<file path="config.mk">
export PLATFORM = sky130hd
export DESIGN_NAME = cordic_engine
export DESIGN_NICKNAME = d
export VERILOG_FILES = /design/src/rtl/cordic_engine.sv
export SDC_FILE = /design/constraint.sdc
export NUM_CORES = 1
export LEC_CHECK = 0
export BUFFER_PORTS_ARGS = -buffer_cell sky130_fd_sc_hd__buf_4
export CAP_MARGIN = 20
export CORE_MARGIN = 3
export CORE_UTILIZATION = 61
export CTS_CLUSTER_SIZE = 12
export DETAILED_ROUTE_END_ITERATION = 7
export GPL_ROUTABILITY_DRIVEN = 0
export GPL_TIMING_DRIVEN = 0
export PLACE_DENSITY = 0.87
export REMOVE_ABC_BUFFERS = 1
export SYNTH_ARGS = -nofsm -noshare
export SYNTH_HDL_FRONTEND = slang
export SYNTH_SLANG_ARGS = --single-unit
</file>
<file path="constraint.sdc">
create_clock -name clk -period 14.1 [get_ports clk]
set_clock_uncertainty 0.05 [all_clocks]
set_input_delay 2.82 -clock clk [delete_from_list [all_inputs] [get_ports clk]]
set_output_delay 2.82 -clock clk [all_outputs]
set_load 0.05 [all_outputs]
</file>
<file path="src/rtl/cordic_engine.sv">
module cordic_engine #(
  parameter int DW = 16
) (
  input  logic                 clk,
  input  logic                 rst_n,
  input  logic                 start,
  input  logic                 mode,
  input  logic [3:0]           iter_cnt,
  input  logic signed [DW-1:0] i_in,
  input  logic signed [DW-1:0] q_in,
  input  logic signed [DW-1:0] ang_in,
  output logic                 busy,
  output logic                 done,
  output logic signed [DW-1:0] i_out,
  output logic signed [DW-1:0] q_out,
  output logic signed [DW-1:0] ang_out
);
  localparam int EXT = 2;
  localparam int EW  = DW + EXT;

  function automatic int atan_units(input logic [3:0] k);
    case (k)
      4'd0:  return 8192;
      4'd1:  return 4836;
      4'd2:  return 2555;
      4'd3:  return 1297;
      4'd4:  return 651;
      4'd5:  return 326;
      4'd6:  return 163;
      4'd7:  return 81;
      4'd8:  return 41;
      4'd9:  return 20;
      4'd10: return 10;
      4'd11: return 5;
      4'd12: return 3;
      4'd13: return 1;
      4'd14: return 1;
      default: return 0;
    endcase
  endfunction

  function automatic int seed_for(input logic [3:0] n);
    case (n)
      4'd0, 4'd1: return 16382;
      4'd2:  return 14652;
      4'd3:  return 14215;
      4'd4:  return 14105;
      4'd5:  return 14077;
      4'd6:  return 14071;
      4'd7:  return 14069;
      default: return 14068;
    endcase
  endfunction

  logic signed [EW-1:0] x, y, z;
  logic signed [EW-1:0] x_n, y_n, z_n, atn;
  logic [3:0] it, last;
  logic vec, cw;
  logic signed [DW-1:0] i_r, q_r, a_r;

  assign atn = EW'(atan_units(it));
  assign cw  = vec ? ~y[EW-1] : z[EW-1];
  assign y_n = cw ? y - (x >>> it) : y + (x >>> it);
  assign x_n = cw ? x + (y >>> it) : x - (y >>> it);
  assign z_n = cw ? z + atn : z - atn;

  assign i_out   = i_r;
  assign q_out   = q_r;
  assign ang_out = a_r;

  always_ff @(posedge clk or negedge rst_n) begin
    if (!rst_n) begin
      busy <= 1'b0;
      done <= 1'b0;
      vec  <= 1'b0;
      it   <= '0;
      last <= '0;
      x    <= '0;
      y    <= '0;
      z    <= '0;
      i_r  <= '0;
      q_r  <= '0;
      a_r  <= '0;
    end else begin
      done <= 1'b0;
      if (!busy) begin
        if (start) begin
          busy <= 1'b1;
          it   <= '0;
          last <= (iter_cnt == 4'd0) ? 4'd0 : iter_cnt - 4'd1;
          vec  <= mode;
          i_r  <= i_in;
          q_r  <= q_in;
          a_r  <= ang_in;
          if (mode) begin
            y <= {{EXT{i_in[DW-1]}}, i_in};
            x <= {{EXT{q_in[DW-1]}}, q_in};
            z <= '0;
          end else begin
            y <= '0;
            x <= EW'(seed_for(iter_cnt));
            z <= {{EXT{ang_in[DW-1]}}, ang_in};
          end
        end
      end else begin
        x  <= x_n;
        y  <= y_n;
        z  <= z_n;
        it <= it + 4'd1;
        if (it == last) begin
          busy <= 1'b0;
          done <= 1'b1;
          if (vec) begin
            a_r <= z_n[DW-1:0];
          end else begin
            i_r <= y_n[DW-1:0];
            q_r <= x_n[DW-1:0];
          end
        end
      end
    end
  end
endmodule

</file>
==> results.md <==
* DRC viols at 0
* Asr flop ratio synth at 100%
* Worst Tran Pin Value at 1.02 ns
* Nets at 1,503
* CP Max Fanout at 33
* Most numerous cell in the Yosys netlist: nand2_1
* Hold Crit Depth at 2
* Number of synthesized flops with an enable pin at 0
* First-pass GRT wire length at 49.7 mm
* CTS max path bufs at 2
* Post-synthesis adder-cell area fraction at 7.98%
* Simple-Gate Fraction of Synth Area at between 10% and 20%
* Layout cell share with drive strength beyond 1 at between 10% and 20%
* Largest family of logic cells by synthesized area: compound AO/OA/AOI/OAI gates
* Yosys top cell area share at 26.2%
* Total grt overflow at 0
* Buffers on Ports at 105
* Setup_tns at 0 ns
* Slew headroom at 30.8%
* Hold Fails Final Rpt at 0
* Mean area per synthesized cell at 8.11 um2
* Post-CTS Hold Buffers at 0
* Post-Place Worst Slack at 8.00 ns
* Cell taking the most area after synthesis: dfrtp_1
* Yosys reg bits at 113
* Post-route setup slack at 8.34 ns
* Dpl hpwl at 21.2 mm
* Area growth syn-to-layout at 13.9%
* Worst EP required at 14.38 ns
* Cells after synthesis at between 1,000 and 1,500
* Setup violators final at 0
* Clock Sink Count at 113
* Cts bufs inserted at 17
* Arrival @ worst endpoint at 6.04 ns
* Largest net degree at the start of global routing at 78
* Avg Vias per Cell at around 6.5
* Most common library cells after synthesis: nand2_1 (163), o21ai_0 (122), a21oi_1 (119), dfrtp_1 (113), nor2_1 (104)
* Buffers inserted by post-CTS timing repair at 0
* ANT nets after route at 0
* DIE AREA at 0.0193 mm2
* RSZ-0062 raised after global routing: no
* Routed vias at 10,500
* Num rows at 47
* Synth top area cells: dfrtp_1 (26%), ha_1 (7.4%), nand2_1 (5.7%), o21ai_0 (5.7%), a21oi_1 (5.5%)
* Area after DPL at roughly 0.012 mm2
* Yosys warning count at 0
* CTS resizes at 0
* Multiplexer share of the synthesized area at 11.4%
* First drt pass iteration count at 6
* Crit end category: flip-flop
* Crit Path Class: reg -> reg
* Minimum clock period at 5.76 ns
* Max Cap Viol at 0
* Post-synth top flop: dfrtp_1
* Status: finished clean
* Die H at 139 um
* Reg2reg path depth at 19
* CTS clk-pin slew, worst paths at 0.06 ns
* Io pins at 106
* Initial antenna violation count at 0
* Avg WL per Cell at around 19 um
* Root buffer cell: clkbuf_16
* Initial Util at 63.7%
* Horiz. Die Dim at 139 um
* Period utilization at 40.9%
* Number of global-route vias before repair at 9,960
* DRT Wirelength at around 30 mm
* 1st-iter DRT viols at 1,175
* Xor and xnor fraction of the mapped netlist area at 7.06%
* Hold crit path type: reg -> reg
* Complex-gate fraction of the synthesized area at 24.4%
* Total Routing Usage GR at 30.6%
* Slew Limit Fails at 0
* Distinct cell type count after synthesis at 84
* CTS HTree Levels at 4
* Synth Cell Area at 0.0108 mm2
* Clock Latency Late Sink at 0.43 ns
* CTS tree: yes
* Post-synthesis sequential area ratio at 26.2%
* Crit path launch type: flip-flop
* Fmax at 0.174 GHz
* Total core area at around 0.017 mm2
* Design area at around 0.012 mm2
* ANT cells at 0
-- kinds of logic (layout without fill, tap and decap cells) --
logic type,count (synthesis),after routing
XOR/XNOR,87,87
multiplexers,89,89
flip-flops,113,113
buffers and inverters,122,184
AO/OA/AOI/OAI,429,429
AND/OR/NAND/NOR,424,424
adder cells (fa/ha/maj),67,67
-- path summary, 6_finish.rpt --
kind	startpoint	to	slack, ns
max	it[1]$_DFFE_PN0P_	z[17]$_DFFE_PN0P_	8.34
min	i_out[1]$_DFFE_PN0P_	i_out[1]$_DFFE_PN0P_	0.43
max reg2reg	it[1]$_DFFE_PN0P_	z[17]$_DFFE_PN0P_	8.34
min reg2reg	i_out[1]$_DFFE_PN0P_	i_out[1]$_DFFE_PN0P_	0.43
max in group asynchronous	rst_n	y[0]$_DFFE_PN0P_	11.00
min in group asynchronous	rst_n	ang_out[9]$_DFFE_PN0P_	2.31
-- per-layer routing --
metal  track usage [%]  up-vias  part of all wire [%]
met4              10.1        0                   2.6
met1              41.3     4932                    41
met2              49.4      531                    48
met5                 0        -                     0
met3              6.17       82                   8.4
li1                  -     4942                     -
-- stage by stage --
stage                     instances  hold WS (ns)  utilization, %
final                          1613         0.429            72.5
after detailed placement       1581         0.417            69.1
after CTS                      1613         0.434            72.5
after floorplan                1245         0.410               -
after global routing           1613         0.466            72.5
after global placement         1570         0.413            67.7
-- layout by cell type, fill, tap and decap left out, drive strengths merged, types with 4 or more instances in the layout --
master and count:
nor3 30, inv 35, nand2 163, o21bai 7, and2 8, o31ai 13, mux2i 44, a211oi 14
o21a 13, o311ai 6, xnor2 64, ha 64, and3 23, buf 116, or3 11, a221oi 5
mux4 25, a21oi 119, clkinv 9, nand3 27, a21o 11, dfrtp 113, nand2b 8, o41ai 4
a21boi 18, nor2 104, nor2b 27, a211o 4, o21ai 134, o211ai 8, a31oi 42, clkbuf 20
mux2 20, xor2 23, nand4 6
-- registers in the layout, summed over array words and instances (netlist names) --
register	cells
q_out	16
z	18
last	4
done	1
x	18
ang_out	16
it	4
busy	1
i_out	16
y	18
vec	1
-- area by class of cell --
cell class,count,area [um2]
tap,220,275
clock buffer,20,437
fill,1270,4650
inverter,36,135
sequential,113,2840
clock inverter,12,141
timing repair buffer,116,992
multi-input combinational,1096,7470
-- worst max-delay path: stages (launching register included) --
cell	delay, ns
dfrtp_2	0.80
buf_12	0.28
inv_1	0.20
ha_1	0.44
mux4_2	0.34
ha_1	0.19
nand2_1	0.08
o31ai_1	0.42
o31a_1	0.30
xnor2_1	0.18
ha_1	0.32
and3_1	0.19
a221oi_1	0.27
o31ai_1	0.13
or3_1	0.36
a31o_2	0.23
o41a_1	0.33
xnor2_1	0.14
or3_1	0.32
o221ai_1	0.08
Power is not shown: default switching activity piles up to over one toggle a cycle in this logic, so the estimate is an artifact.
